==> config.mk <==
export PLATFORM = sky130hd
export DESIGN_NAME = phase_tuner
export DESIGN_NICKNAME = d
export VERILOG_FILES = /design/src/rtl/tuner_pkg.sv /design/src/rtl/tuner_run_tracker.sv /design/src/rtl/tuner_seq.sv /design/src/rtl/tuner_reg_path.sv /design/src/rtl/phase_tuner.sv
export SDC_FILE = /design/constraint.sdc
export NUM_CORES = 1
export LEC_CHECK = 0
export ABC_AREA = 1
export ABC_CLOCK_PERIOD_IN_PS = 3480
export BUFFER_PORTS_ARGS = -buffer_cell sky130_fd_sc_hd__buf_2
export CORE_MARGIN = 1
export CORE_UTILIZATION = 45
export CTS_CLUSTER_DIAMETER = 60
export DETAILED_ROUTE_END_ITERATION = 8
export GPL_TIMING_DRIVEN = 1
export PLACE_DENSITY = 0.7
export SLEW_MARGIN = 40
export SYNTH_ARGS = -nofsm -noshare
export SYNTH_HDL_FRONTEND = slang
export SYNTH_SLANG_ARGS = --single-unit
==> constraint.sdc <==
create_clock -name clk -period 3.48 [get_ports clk]
set_clock_uncertainty 0.2 [all_clocks]
set_input_delay 0.696 -clock clk [delete_from_list [all_inputs] [get_ports clk]]
set_output_delay 0.696 -clock clk [all_outputs]
set_load 0.1 [all_outputs]
==> src/rtl/tuner_pkg.sv <==
package tuner_pkg;
  typedef enum logic [2:0] {
    ST_IDLE,
    ST_RD_WAIT,
    ST_INIT,
    ST_SET,
    ST_PROBE,
    ST_WAIT,
    ST_DECIDE
  } tuner_state_e;
endpackage

==> src/rtl/tuner_run_tracker.sv <==
module tuner_run_tracker #(
  parameter int PW = 14
) (
  input  logic          clk,
  input  logic          rst,
  input  logic          clr,
  input  logic          step,
  input  logic          pass,
  input  logic          last,
  input  logic [PW-1:0] idx,
  output logic          any_pass,
  output logic [PW-1:0] cand
);
  localparam int CW = PW + 1;
  localparam logic [CW-1:0] CNT_ONE = CW'(1);

  logic [CW-1:0] pass_cnt_q;
  logic [CW-1:0] run_len_q;
  logic [CW-1:0] best_len_q;
  logic [PW-1:0] run_start_q;
  logic [PW-1:0] run_end_q;
  logic [PW-1:0] cand_q;

  logic [PW-1:0] start_eff;
  logic [CW-1:0] sum_open;
  logic [CW-1:0] sum_closed;
  logic [CW-1:0] len_open;

  always_comb begin
    start_eff  = (run_len_q == '0) ? idx : run_start_q;
    sum_open   = {1'b0, start_eff} + {1'b0, idx};
    sum_closed = {1'b0, run_start_q} + {1'b0, run_end_q};
    len_open   = run_len_q + CNT_ONE;
  end

  always_ff @(posedge clk) begin
    if (rst || clr) begin
      pass_cnt_q  <= '0;
      run_len_q   <= '0;
      best_len_q  <= '0;
      run_start_q <= '0;
      run_end_q   <= '0;
      cand_q      <= '0;
    end else if (step) begin
      if (pass) begin
        pass_cnt_q <= pass_cnt_q + CNT_ONE;
        if (run_len_q == '0) run_start_q <= idx;
        run_end_q <= idx;
        run_len_q <= len_open;
        if (last && (len_open > best_len_q)) cand_q <= sum_open[CW-1:1];
      end else begin
        if (run_len_q > best_len_q) begin
          cand_q     <= sum_closed[CW-1:1];
          best_len_q <= run_len_q;
        end
        run_len_q <= '0;
      end
    end
  end

  assign any_pass = (pass_cnt_q != '0);
  assign cand     = cand_q;
endmodule

==> src/rtl/tuner_seq.sv <==
module tuner_seq
  import tuner_pkg::*;
#(
  parameter int PW        = 14,
  parameter int MAX_TRIES = 3
) (
  input  logic          clk,
  input  logic          rst,
  input  logic          start,
  input  logic          rd_valid,
  input  logic          probe_done,
  input  logic          any_pass,
  input  logic [PW-1:0] cand,
  output logic          trk_clr,
  output logic          trk_step,
  output logic          trk_last,
  output logic [PW-1:0] idx,
  output logic          base_load,
  output logic          wr_req,
  output logic [PW-1:0] wr_phase,
  output logic          rd_req,
  output logic          probe_req,
  output logic          done,
  output logic          error,
  output logic [PW-1:0] phase_sel
);
  localparam int TW = (MAX_TRIES < 2) ? 1 : $clog2(MAX_TRIES);
  localparam logic [TW-1:0] LAST_TRY = TW'(MAX_TRIES - 1);
  localparam logic [TW-1:0] TRY_ONE  = TW'(1);
  localparam logic [PW-1:0] IDX_ONE  = PW'(1);

  tuner_state_e  state_q;
  logic [PW-1:0] idx_q;
  logic [TW-1:0] tries_q;
  logic          good;
  logic          final_try;

  always_comb begin
    good      = any_pass && (cand != '0);
    final_try = (tries_q == LAST_TRY);
    trk_clr   = (state_q == ST_INIT);
    trk_step  = (state_q == ST_WAIT) && probe_done;
    trk_last  = &idx_q;
    base_load = (state_q == ST_RD_WAIT) && rd_valid;
    wr_req    = (state_q == ST_SET) || ((state_q == ST_DECIDE) && good);
    wr_phase  = (state_q == ST_DECIDE) ? cand : idx_q;
    idx       = idx_q;
  end

  always_ff @(posedge clk) begin
    if (rst) begin
      state_q   <= ST_IDLE;
      idx_q     <= '0;
      tries_q   <= '0;
      rd_req    <= 1'b0;
      probe_req <= 1'b0;
      done      <= 1'b0;
      error     <= 1'b0;
      phase_sel <= '0;
    end else begin
      rd_req    <= 1'b0;
      probe_req <= 1'b0;
      done      <= 1'b0;
      case (state_q)
        ST_IDLE: begin
          if (start) begin
            rd_req  <= 1'b1;
            tries_q <= '0;
            state_q <= ST_RD_WAIT;
          end
        end
        ST_RD_WAIT: begin
          if (rd_valid) state_q <= ST_INIT;
        end
        ST_INIT: begin
          idx_q   <= '0;
          state_q <= ST_SET;
        end
        ST_SET: begin
          state_q <= ST_PROBE;
        end
        ST_PROBE: begin
          probe_req <= 1'b1;
          state_q   <= ST_WAIT;
        end
        ST_WAIT: begin
          if (probe_done) begin
            if (trk_last) begin
              state_q <= ST_DECIDE;
            end else begin
              idx_q   <= idx_q + IDX_ONE;
              state_q <= ST_SET;
            end
          end
        end
        ST_DECIDE: begin
          if (good) begin
            done      <= 1'b1;
            error     <= 1'b0;
            phase_sel <= cand;
            state_q   <= ST_IDLE;
          end else if (final_try) begin
            done      <= 1'b1;
            error     <= 1'b1;
            phase_sel <= '0;
            state_q   <= ST_IDLE;
          end else begin
            tries_q <= tries_q + TRY_ONE;
            state_q <= ST_INIT;
          end
        end
        default: state_q <= ST_IDLE;
      endcase
    end
  end
endmodule

==> src/rtl/tuner_reg_path.sv <==
module tuner_reg_path #(
  parameter int RW = 16,
  parameter int PW = 14
) (
  input  logic          clk,
  input  logic          rst,
  input  logic          base_load,
  input  logic [RW-1:0] rd_data,
  input  logic          wr_req,
  input  logic [PW-1:0] wr_phase,
  output logic          reg_wr_en,
  output logic [RW-1:0] reg_wr_data
);
  localparam logic [RW-1:0] FIELD_MASK = {{(RW-PW){1'b0}}, {PW{1'b1}}};

  logic [RW-1:0] base_q;

  always_ff @(posedge clk) begin
    if (rst) begin
      base_q      <= '0;
      reg_wr_en   <= 1'b0;
      reg_wr_data <= '0;
    end else begin
      if (base_load) base_q <= rd_data & ~FIELD_MASK;
      reg_wr_en <= wr_req;
      if (wr_req) reg_wr_data <= base_q | {{(RW-PW){1'b0}}, wr_phase};
    end
  end
endmodule

==> src/rtl/phase_tuner.sv <==
module phase_tuner #(
  parameter int PHASE_W   = 14,
  parameter int REG_W     = 16,
  parameter int MAX_TRIES = 3
) (
  input  logic               clk,
  input  logic               rst,
  input  logic               start,
  output logic               probe_req,
  input  logic               probe_done,
  input  logic               probe_pass,
  output logic               reg_rd_req,
  input  logic               reg_rd_valid,
  input  logic [REG_W-1:0]   reg_rd_data,
  output logic               reg_wr_en,
  output logic [REG_W-1:0]   reg_wr_data,
  output logic               done,
  output logic               error,
  output logic [PHASE_W-1:0] phase_sel
);
  logic               trk_clr;
  logic               trk_step;
  logic               trk_last;
  logic [PHASE_W-1:0] trk_idx;
  logic               any_pass;
  logic [PHASE_W-1:0] cand;
  logic               base_load;
  logic               wr_req;
  logic [PHASE_W-1:0] wr_phase;

  tuner_seq #(.PW(PHASE_W), .MAX_TRIES(MAX_TRIES)) u_seq (
    .clk       (clk),
    .rst       (rst),
    .start     (start),
    .rd_valid  (reg_rd_valid),
    .probe_done(probe_done),
    .any_pass  (any_pass),
    .cand      (cand),
    .trk_clr   (trk_clr),
    .trk_step  (trk_step),
    .trk_last  (trk_last),
    .idx       (trk_idx),
    .base_load (base_load),
    .wr_req    (wr_req),
    .wr_phase  (wr_phase),
    .rd_req    (reg_rd_req),
    .probe_req (probe_req),
    .done      (done),
    .error     (error),
    .phase_sel (phase_sel)
  );

  tuner_run_tracker #(.PW(PHASE_W)) u_trk (
    .clk     (clk),
    .rst     (rst),
    .clr     (trk_clr),
    .step    (trk_step),
    .pass    (probe_pass),
    .last    (trk_last),
    .idx     (trk_idx),
    .any_pass(any_pass),
    .cand    (cand)
  );

  tuner_reg_path #(.RW(REG_W), .PW(PHASE_W)) u_reg (
    .clk        (clk),
    .rst        (rst),
    .base_load  (base_load),
    .rd_data    (reg_rd_data),
    .wr_req     (wr_req),
    .wr_phase   (wr_phase),
    .reg_wr_en  (reg_wr_en),
    .reg_wr_data(reg_wr_data)
  );
endmodule

==> metrics.md <==
| Metric | Value |
|---|---|
| Slew margin rel. | 57.8% |
| Main synth FF type | dfxtp_1 |
| Sink Count | 143 |
| Avg Inst Size Synth | 6.69 um2 |
| Commonest cells post-synth | nand2_1, nor2_1, a21oi_1 |
| Drc violations | 0 |
| Fillers | 1,884 |
| Min Tclk post-route | 3120 ps |
| Vias/cell | 5.30 |
| Boundary pin count | 57 |
| Vias in the first global route | 7,627 |
| Rows | 50 |
| CTS tree | built |
| Distinct cells, synth | 44 |
| Cell area power density | 434 nW/um2 |
| Slew Limit Fails | 0 |
| Initial DRT Pass Iterations | 5 |
| Seq/Total Area, Yosys | 33.2% |
| Die Area | 19,700 um2 |
| WP data required | 3600 ps |
| GRT Resource Usage Total | 23.6% |
| Least-Margin Pin Slew | 627 ps |
| First-pass GRT wire length | 37.3 mm |
| Finished Core Util | 51.3% |
| Final setup fails | 0 |
| Post-synth ARST share | 0% |
| Max VDD drop | 0.000338 V |
| Vias | 8,282 |
| Syn Std Cell Area | 8630 um2 |
| RSZ-0062 raised after global routing | no |
| Fin crit share | 89.7% |
| Share of cells above drive strength 1 | 8.73% |
| Hold_buf cts | 0 |
| Status | finished clean |
| Startpoint types | flip-flop |
| Hold Path Class | flip-flop to flip-flop |
| Max stage delay cell, worst path | dfxtp_2 |
| CP bufs+invs | 2 |
| CP Class | flip-flop to flip-flop |
| Most common cell on crit path | nand2_1 |
| Initial core utilization | 46.0% |
| Clock tree root driver cell | clkbuf_16 |
| Max Cap Viol | 0 |
| Worst-Skew Late Latency | 430 ps |
| Post-CTS Setup Repair Bufs | 0 |
| Initial antenna violation count | 0 |
| Post-cts gate resize count | 0 |
| Leak | 4.36 nW |
| Synthesis-to-finish area growth | 11.6% |
| Synth top area cells | dfxtp_1, nand2_1, ha_1 |
| Placer Congestion | 0.896 |
| Worst-path maximum fanout | 20 |
| CTS Buf Count | 17 |
| WP data arrival | 3250 ps |
| Worst-path clk slew | 60 ps |
| Largest net degree at the start of global routing | 53 |
| Average wire per standard cell | 14.3 um |
| CTS HTree Levels | 4 |
| Critical path, cell by cell | ha_2 > nand3_2 > nor2_2 > nand2_1 > nor2_1 > nand4_1 > xor2_1 > inv_1 > ha_1 > nand2_1 > o21ai_0 > a21oi_1 > nand2_1 > nand2_2 > nand2_8 > clkinvlp_4 > a21oi_1 > nor2_1 |
| Antenna viol nets, final | 0 |
| CP top delay family | simple AND/OR/NAND/NOR gates |
| Yosys warns | 0 |
| Iteration-0 DRC Markers | 590 |
| Net Count, Synth | 1,377 |
| Port Buffers | 42 |
| Grt ovf | 0 |
| Nets | 1,402 |
| Fmax | 320 MHz |
| Yosys reg bits | 143 |
| CP max stage delay | 380 ps |
| Diodes inserted | 0 |
| Largest area contributor in the netlist | dfxtp_1 |
| Final setup TNS | 0 ps |
| Top-count cell post-synth | nand2_1 |
| CP Capture Type | flip-flop |
| Final hold violation count | 0 |
| Hpwl dp | 16.4 mm |
| Syn Inst Count | 1,291 |
| Die height | 141 um |
| Post-Route WL | 22.3 mm |
| Share of the synthesized area in the top cell type | 33.2% |
| Number of synthesized flops with an enable pin | 0 |
| Core Footprint | 18,800 um2 |
| Clock Tree Buf Depth | 2 |
| Die width | 141 um |
-- metrics by stage --
step                      std cells  hold slack [ps]  power (mW)  area, um2  setup WS (ps)
after global placement         1531              248        2.40       9010            249
after floorplan                1291              246        2.29       8630            647
final                          1563              260        4.18       9630            358
after global routing           1563              279        4.34       9630           3.29
after detailed placement       1531              251        2.40       9010            187
after CTS                      1563              261        4.21       9600            169
-- cell families (layout without fill, tap and decap cells) --
family,Yosys count,count (layout),synth area share [%]
adder cells (fa/ha/maj),64,64,9.45
AND/OR/NAND/NOR,556,556,27.6
AO/OA/AOI/OAI,298,298,17.8
XOR/XNOR,23,23,2.33
flip-flops,143,143,33.2
buffers and inverters,207,245,9.61
-- worst min-delay path: stages, from the launching register on --
cell and delay, ps:
dfxtp_1 310, nand2_1 60, a21oi_1 50
-- where the power goes --
| group | internal, mW | switching (mW) | leakage, nW | total [mW] |
|---|---|---|---|---|
| sequential | 1.69 | 0.0450 | 1.16 | 1.74 |
| combinational | 0.125 | 0.513 | 2.94 | 0.638 |
| clock | 1.08 | 0.726 | 0.274 | 1.81 |
| total | 2.90 | 1.28 | 4.36 | 4.18 |
-- final cells by class --
class,instances,area (um2),area share (%)
Multi-Input combinational cell,941,4980,51.7
Clock inverter,11,131,1.36
Clock buffer,21,450,4.68
Sequential cell,143,2870,29.8
Inverter,158,601,6.23
Timing Repair Buffer,55,308,3.19
Tap cell,234,293,3.04
-- layer usage --
metal	part of all wire, %	global-route usage, %
met1	47	31.6
met2	45	38.7
met3	5.1	3.38
met4	2.4	8.58
met5	0	0
-- path summary, 6_finish.rpt --
kind | startpoint | end | slack [ps] | cells past startpoint
worst max-delay path | u_trk.run_len_q[1] | u_trk.cand[9] | 360 | 18
worst min-delay path | u_seq.phase_sel[6] | u_seq.phase_sel[6] | 260 | 2
worst max register to register | u_trk.run_len_q[1] | u_trk.cand[9] | 360 | 18
worst min register to register | u_seq.phase_sel[6] | u_seq.phase_sel[6] | 260 | 2
-- registers in the layout, indices dropped and copies added, names as in the netlist --
name and cells:
u_trk.run_end_q 14, u_trk.cand 14, u_seq.rd_req 1, u_seq.phase_sel 14
u_seq.idx 14, u_seq.error 1, u_seq.done 1, u_seq.probe_req 1
u_reg.base_q 2, u_trk.best_len_q 15, u_trk.pass_cnt_q 15, u_trk.run_start_q 14
u_seq.tries_q 2, u_seq.state_q 3, u_reg.reg_wr_data 16, u_trk.run_len_q 15
u_reg.reg_wr_en 1
-- cells in the final DEF (no fill, tap or decap), types with 4 or more instances in the layout --
cell        Yosys  final
dfxtp_1       143    139
a21oi_1       154    154
nand2_2         4      4
nor2_1        167    165
xor2_1         16     16
nor3_1         23     23
inv_1         152    151
nand3_1        77     75
buf_4           3     13
clkinvlp_4      0      4
ha_1           62     61
nand4_1        10     10
clkbuf_16       0     17
nor4_1         13     13
o21ai_1         5      5
o21a_1          4      4
buf_2          12     42
nand2_1       246    246
xnor2_1         7      7
o21ai_0       123    123
dfxtp_2         0      4
Power figures use the tool's default switching activity.
